### src/rtl/accel_seq_pkg.sv
package accel_seq_pkg;

    localparam int BYTE_W   = 8;
    localparam int WORD_W   = 2 * BYTE_W;
    localparam int JUSTIFY  = 2;
    localparam int SAMPLE_W = WORD_W - JUSTIFY;
    localparam int NUM_AXES = 3;
    localparam int BURST    = 2 * NUM_AXES;
    localparam int IDX_W    = $clog2(BURST + 1);
    localparam int LEN_W    = 3;

    typedef enum logic [3:0] {
        S_ID_REQ,
        S_ID_WAIT,
        S_CFG_REQ,
        S_CFG_WAIT,
        S_GAP,
        S_ST_REQ,
        S_ST_WAIT,
        S_DAT_REQ,
        S_DAT_WAIT,
        S_HALT
    } seq_state_e;

    typedef struct packed {
        seq_state_e                             state;
        logic [IDX_W-1:0]                       idx;
        logic [BURST-1:0][BYTE_W-1:0]           bytes;
        logic [NUM_AXES-1:0][SAMPLE_W-1:0]      smp;
        logic                                   valid;
        logic                                   err;
    } seq_regs_t;

endpackage

### src/rtl/seq_gap_timer.sv
module seq_gap_timer #(
    parameter int GAP_W = 16
) (
    input  logic             clk,
    input  logic             rst_n,
    input  logic             arm,
    input  logic [GAP_W-1:0] limit,
    output logic             expired
);

    logic [GAP_W-1:0] cnt_d, cnt_q;

    assign expired = (cnt_q >= limit);

    always_comb begin
        cnt_d = cnt_q;
        if (arm) begin
            cnt_d = '0;
        end else if (!expired) begin
            cnt_d = cnt_q + 1'b1;
        end
    end

    always_ff @(posedge clk or negedge rst_n) begin
        if (!rst_n) cnt_q <= '0;
        else        cnt_q <= cnt_d;
    end


    gap_restart_chk: assert property (@(posedge clk) disable iff (!rst_n)
        arm |=> (cnt_q == '0));

endmodule

### src/rtl/seq_axis_pack.sv
module seq_axis_pack
    import accel_seq_pkg::*;
(
    input  logic [BURST-1:0][BYTE_W-1:0]      raw,
    output logic [NUM_AXES-1:0][SAMPLE_W-1:0] val
);

    for (genvar a = 0; a < NUM_AXES; a++) begin : g_axis
        logic signed [WORD_W-1:0] word;
        logic signed [WORD_W-1:0] shifted;
        assign word    = {raw[2*a], raw[2*a+1]};
        assign shifted = word >>> JUSTIFY;
        assign val[a]  = shifted[SAMPLE_W-1:0];
    end

endmodule

### src/rtl/accel_poll_seq.sv
module accel_poll_seq
    import accel_seq_pkg::*;
#(
    parameter int          GAP_W     = 16,
    parameter logic [7:0]  ID_ADDR   = 8'h0D,
    parameter logic [7:0]  ID_VAL    = 8'h6A,
    parameter logic [7:0]  CFG_ADDR  = 8'h2A,
    parameter logic [7:0]  CFG_VAL   = 8'h3D,
    parameter logic [7:0]  STAT_ADDR = 8'h00,
    parameter int          READY_BIT = 3,
    parameter logic [7:0]  DATA_ADDR = 8'h01
) (
    input  logic                 clk,
    input  logic                 rst_n,
    input  logic [GAP_W-1:0]     poll_gap,
    output logic                 req_valid,
    input  logic                 req_ready,
    output logic                 req_write,
    output logic [7:0]           req_addr,
    output logic [7:0]           req_wdata,
    output logic [LEN_W-1:0]     req_len,
    input  logic                 rd_valid,
    input  logic [7:0]           rd_data,
    input  logic                 xfer_done,
    output logic [SAMPLE_W-1:0]  accel_x,
    output logic [SAMPLE_W-1:0]  accel_y,
    output logic [SAMPLE_W-1:0]  accel_z,
    output logic                 sample_valid,
    output logic                 id_error
);

    seq_regs_t r_d, r_q;
    logic      gap_arm, gap_expired;
    logic [NUM_AXES-1:0][SAMPLE_W-1:0] unpacked;

    seq_gap_timer #(.GAP_W(GAP_W)) u_gap (
        .clk     (clk),
        .rst_n   (rst_n),
        .arm     (gap_arm),
        .limit   (poll_gap),
        .expired (gap_expired)
    );

    seq_axis_pack u_pack (
        .raw (r_q.bytes),
        .val (unpacked)
    );

    // Request fields decoded from the registered state
    always_comb begin
        req_valid = 1'b0;
        req_write = 1'b0;
        req_addr  = '0;
        req_wdata = '0;
        req_len   = LEN_W'(1);
        unique case (r_q.state)
            S_ID_REQ:  begin req_valid = 1'b1; req_addr = ID_ADDR; end
            S_CFG_REQ: begin
                req_valid = 1'b1;
                req_write = 1'b1;
                req_addr  = CFG_ADDR;
                req_wdata = CFG_VAL;
            end
            S_ST_REQ:  begin req_valid = 1'b1; req_addr = STAT_ADDR; end
            S_DAT_REQ: begin
                req_valid = 1'b1;
                req_addr  = DATA_ADDR;
                req_len   = LEN_W'(BURST);
            end
            default: ;
        endcase
    end

    always_comb begin
        r_d       = r_q;
        r_d.valid = 1'b0;

        // Byte capture for any read in flight
        if ((r_q.state inside {S_ID_WAIT, S_ST_WAIT, S_DAT_WAIT}) &&
            rd_valid && (r_q.idx < IDX_W'(BURST))) begin
            r_d.bytes[r_q.idx] = rd_data;
            r_d.idx            = r_q.idx + 1'b1;
        end

        unique case (r_q.state)
            S_ID_REQ:   if (req_ready) begin r_d.state = S_ID_WAIT;  r_d.idx = '0; end
            S_ID_WAIT:  if (xfer_done) begin
                if (r_q.bytes[0] == ID_VAL) begin
                    r_d.state = S_CFG_REQ;
                end else begin
                    r_d.state = S_HALT;
                    r_d.err   = 1'b1;
                end
            end
            S_CFG_REQ:  if (req_ready) r_d.state = S_CFG_WAIT;
            S_CFG_WAIT: if (xfer_done) r_d.state = S_GAP;
            S_GAP:      if (gap_expired) r_d.state = S_ST_REQ;
            S_ST_REQ:   if (req_ready) begin r_d.state = S_ST_WAIT;  r_d.idx = '0; end
            S_ST_WAIT:  if (xfer_done) begin
                r_d.state = r_q.bytes[0][READY_BIT] ? S_DAT_REQ : S_GAP;
            end
            S_DAT_REQ:  if (req_ready) begin r_d.state = S_DAT_WAIT; r_d.idx = '0; end
            S_DAT_WAIT: if (xfer_done) begin
                r_d.state = S_GAP;
                r_d.smp   = unpacked;
                r_d.valid = 1'b1;
            end
            default:    r_d.state = S_HALT;
        endcase
    end

    assign gap_arm = (r_d.state == S_GAP) && (r_q.state != S_GAP);

    always_ff @(posedge clk or negedge rst_n) begin
        if (!rst_n) begin
            r_q       <= '0;
            r_q.state <= S_ID_REQ;
        end else begin
            r_q <= r_d;
        end
    end

    assign accel_x      = r_q.smp[0];
    assign accel_y      = r_q.smp[1];
    assign accel_z      = r_q.smp[2];
    assign sample_valid = r_q.valid;
    assign id_error     = r_q.err;


    req_hold_chk: assert property (@(posedge clk) disable iff (!rst_n)
        (req_valid && !req_ready) |=> (req_valid && $stable(req_write) &&
            $stable(req_addr) && $stable(req_wdata) && $stable(req_len)));


    valid_pulse_chk: assert property (@(posedge clk) disable iff (!rst_n)
        sample_valid |=> !sample_valid);


    sample_hold_chk: assert property (@(posedge clk) disable iff (!rst_n)
        !sample_valid |-> ($stable(accel_x) && $stable(accel_y) && $stable(accel_z)));


    err_sticky_chk: assert property (@(posedge clk) disable iff (!rst_n)
        id_error |=> id_error);


    err_quiet_chk: assert property (@(posedge clk) disable iff (!rst_n)
        id_error |-> !req_valid);


    only_cfg_write_chk: assert property (@(posedge clk) disable iff (!rst_n)
        (req_valid && req_write) |-> (req_addr == CFG_ADDR && req_wdata == CFG_VAL && !id_error));

endmodule

### config.mk
export PLATFORM = sky130hd
export DESIGN_NAME = accel_poll_seq
export DESIGN_NICKNAME = d
export VERILOG_FILES = /design/src/rtl/accel_seq_pkg.sv /design/src/rtl/seq_gap_timer.sv /design/src/rtl/seq_axis_pack.sv /design/src/rtl/accel_poll_seq.sv
export SDC_FILE = /design/constraint.sdc
export NUM_CORES = 1
export LEC_CHECK = 0
export BUFFER_PORTS_ARGS = -buffer_cell sky130_fd_sc_hd__buf_2
export CORE_ASPECT_RATIO = 0.5
export CORE_UTILIZATION = 56
export CTS_CLUSTER_DIAMETER = 60
export DETAILED_ROUTE_END_ITERATION = 7
export HOLD_SLACK_MARGIN = 0.06
export PLACE_DENSITY = 0.77
export SYNTH_ARGS = -nofsm -noshare
export SYNTH_HDL_FRONTEND = slang
export SYNTH_SLANG_ARGS = --single-unit
### constraint.sdc
create_clock -name clk -period 3.5 [get_ports clk]
set_input_delay 0.175 -clock clk [delete_from_list [all_inputs] [get_ports clk]]
set_output_delay 0.175 -clock clk [all_outputs]
set_load 0.01 [all_outputs]
==> results.sh <==
export IMPL_overflow=0
export IMPL_start_util=0.579
export IMPL_yosysTopAreaCellShare=0.497
export IMPL_ff2ff_setup_slack_ns=0.73
export IMPL_slew_viol_final=0
export IMPL_postRouteAntennaNets=0
export IMPL_synthToLayoutAreaGrowth_pct=8.96
export IMPL_cts_buffers=9
export IMPL_grt_pass1_vias=3416
export IMPL_die_y_um=72.0
export IMPL_grt_max_degree=82
export IMPL_post_cts_buffers=0
export IMPL_first_iter_violations=202
export IMPL_power_density_mw_per_mm2=783
export IMPL_synth_distinct_cells=50
export IMPL_post_route_util=0.631
export IMPL_tns_ns=0
export IMPL_seq_area_frac_synth=0.497
export IMPL_skew_ns=0.00517
export IMPL_cts_root_buf="clkbuf_16"
export IMPL_worstReg2RegStart="u_gap.cnt_q[13]"
export IMPL_dieArea_mm2=0.0102
export IMPL_grtUsageTotal=0.220
export IMPL_drcViolationCount=0
export IMPL_worstSkewPairLatency_ns=0.35
export IMPL_critPathArrivalTime_ns=3.05
export IMPL_fp_dieW_um=142
export IMPL_yosysWarnings=0
export IMPL_reg2regPathDepth=7
export IMPL_n_antenna_cell=0
export IMPL_hold_depth=2
export IMPL_timing_fmax_ghz=0.361
export IMPL_core_area_mm2=0.00948
export IMPL_required_ns=3.78
export IMPL_vias_per_cell=5.25
export IMPL_critPathMaxFanout=10
export IMPL_path_class="flip-flop to flip-flop"
export IMPL_crit_path_end="u_gap.cnt_q[12]"
export IMPL_post_route_period_util=0.791
export IMPL_maxCapViolCount=0
export IMPL_yosysTopAreaCell="dfrtp_1"
export IMPL_slowest_delay_ns=0.59
export IMPL_vias=3816
export IMPL_r2r_end="u_gap.cnt_q[12]"
export IMPL_tightestPinTransition_ns=1.03
export IMPL_ys_flop_type="dfrtp_1"
export IMPL_cts_htree_levels=3
export IMPL_setup_viol=0
export IMPL_min_period_ns=2.77
export IMPL_crit_start="u_gap.cnt_q[13]"
export IMPL_numClockSinks=109
export IMPL_crit_chain="ha_1, a211oi_2, nor2_1, or3_1, nand4bb_1, or4_1, a21oi_1"
export IMPL_outcome="complete, no violations"
export IMPL_wire_per_inst_um=14.5
export IMPL_grt_pass1_wl_mm=17.2
export IMPL_cp_slowest_cell="or4_1"
export IMPL_worst_setup_path_end_kind="flip-flop"
export IMPL_synth_seq_cells=109
export IMPL_timing_hold_ws_ns=0.0930
export IMPL_ios=94
export IMPL_syn_avg_cell_area_um2=9.96
export IMPL_dp_hpwl_mm=7.23
export IMPL_vdd_drop_max_mv=0.338
export IMPL_hold_violations=0
export IMPL_netlist_instances=551
export IMPL_rows=25
export IMPL_rsz0062_at_grt="false"
export IMPL_first_pass_iters=4
export IMPL_cts_buffer_depth=2
export IMPL_gp_congestion=0.834
export IMPL_p_leak_nw=3.09
export IMPL_wirelength_mm=10.5
export IMPL_fin_nets=634
export IMPL_cts_clk_slew_worst_paths_ns=0.07
export IMPL_startpoint_type="flip-flop"
export IMPL_portBuffers=87
export IMPL_drive_gt1_frac=0.269
export IMPL_cts_tree="yes"
export IMPL_slew_headroom=0.316
export IMPL_synth_edf_count=0
export IMPL_fill_cells=795
export IMPL_netlist_top_cells_area="dfrtp_1, mux2_2, nand2_1"
export IMPL_syn_cell_area_mm2=0.00549
export IMPL_grt_antenna_before_repair=0
export IMPL_hold_path_class="input pin to flip-flop"
export IMPL_synthArstFlopShare=1.00
export IMPL_cts_resized=0
worst min path at each step:
stage,startpoint,endpoint,slack [ns]
floorplan,rst_n,asynchronous set/reset pin,-0.12
global placement,rst_n,u_gap.cnt_q[15],0.40
detailed placement,rst_n,u_gap.cnt_q[15],0.40
CTS,rd_data[1],flip-flop,0.09
global route,rd_data[1],flip-flop,0.1
finish,rd_data[1],flip-flop,0.09
cell usage after synthesis, types with 7 or more instances:
master and number:
nand2_1 120, dfrtp_1 109, buf_4 55, mux2_2 42
inv_1 21, a21oi_1 20, ha_1 18, o21ai_0 18
nor2_1 17, nand3_1 16, clkbuf_1 14, nor3_1 13
or3_1 10, mux2_1 8, nand4_1 7
power breakdown:
part	switching, mW	internal, mW
Sequential	0.391	1.78
Combinational	0.784	0.722
Clock	0.485	0.515
placed cells by master (no fill, tap or decap), types with 3 or more instances in the layout:
master and count:
nand4_1 7, o21ai_0 18, conb_1 6, nor3_1 13, dfrtp_1 109, nor2b_1 3, nand3_1 15, buf_2 86
xnor2_1 3, nand2_1 120, and3_1 3, clkbuf_16 9, nand3b_1 5, buf_4 7, or3_1 10, or4_1 4
mux2_2 42, nand2b_1 5, a21oi_1 20, mux2_1 8, inv_6 3, nor2_1 17, o31ai_1 4, inv_1 21
ha_1 18
logic make-up after synthesis:
logic type,after synthesis,share of synthesized area
AO/OA/AOI/OAI,57,0.0625
XOR/XNOR,4,0.00639
adder cells (fa/ha/maj),18,0.0410
buffers and inverters,98,0.105
flip-flops,109,0.497
multiplexers,52,0.106
other,1,0.000683
AND/OR/NAND/NOR,212,0.181
through the flow:
step	instance area, µm²	instances	total power [mW]	worst slack, ns
2_1_floorplan	5510	556	3.47	1.02
4_1_cts	5980	727	4.72	0.738
3_3_place_gp	5670	710	3.64	0.862
5_1_grt	5980	727	5.01	0.573
3_5_place_dp	5670	710	3.71	0.765
6_report	5980	727	4.68	0.730
critical path: cells and delay by family, from the launching register on:
family	cells	cell delay (ns)
simple gates	4	1.59
compound gates	2	0.37
fa+ha+maj	1	0.32
flops	1	0.42
per-layer routing:
layer,wire (µm),vias up,GRT usage,share of wire
li1,-,1875,-,-
met1,5140,1829,0.306,0.49
met2,4850,101,0.347,0.46
met3,479,11,0.0561,0.045
met4,85,0,0.0621,0.0081
met5,0,-,0,0
area by class of cell:
class                      count  area, µm²  share of cell area
inverter                      24       90.1              0.0151
sequential                   109       2730               0.456
timing repair buffer          94        493              0.0825
clock inverter                 6       55.1             0.00921
multi-input combinational    349       2200               0.369
tap                          135        169              0.0283
clock buffer                  10        239              0.0400
what timing repair did:
item / in CTS / in global routing
endpoints found under the setup margin: 0 / 0
hold buffers: 1 / 0
endpoints found under the hold margin: 79 / 0
Power figures use the tool's default switching activity.
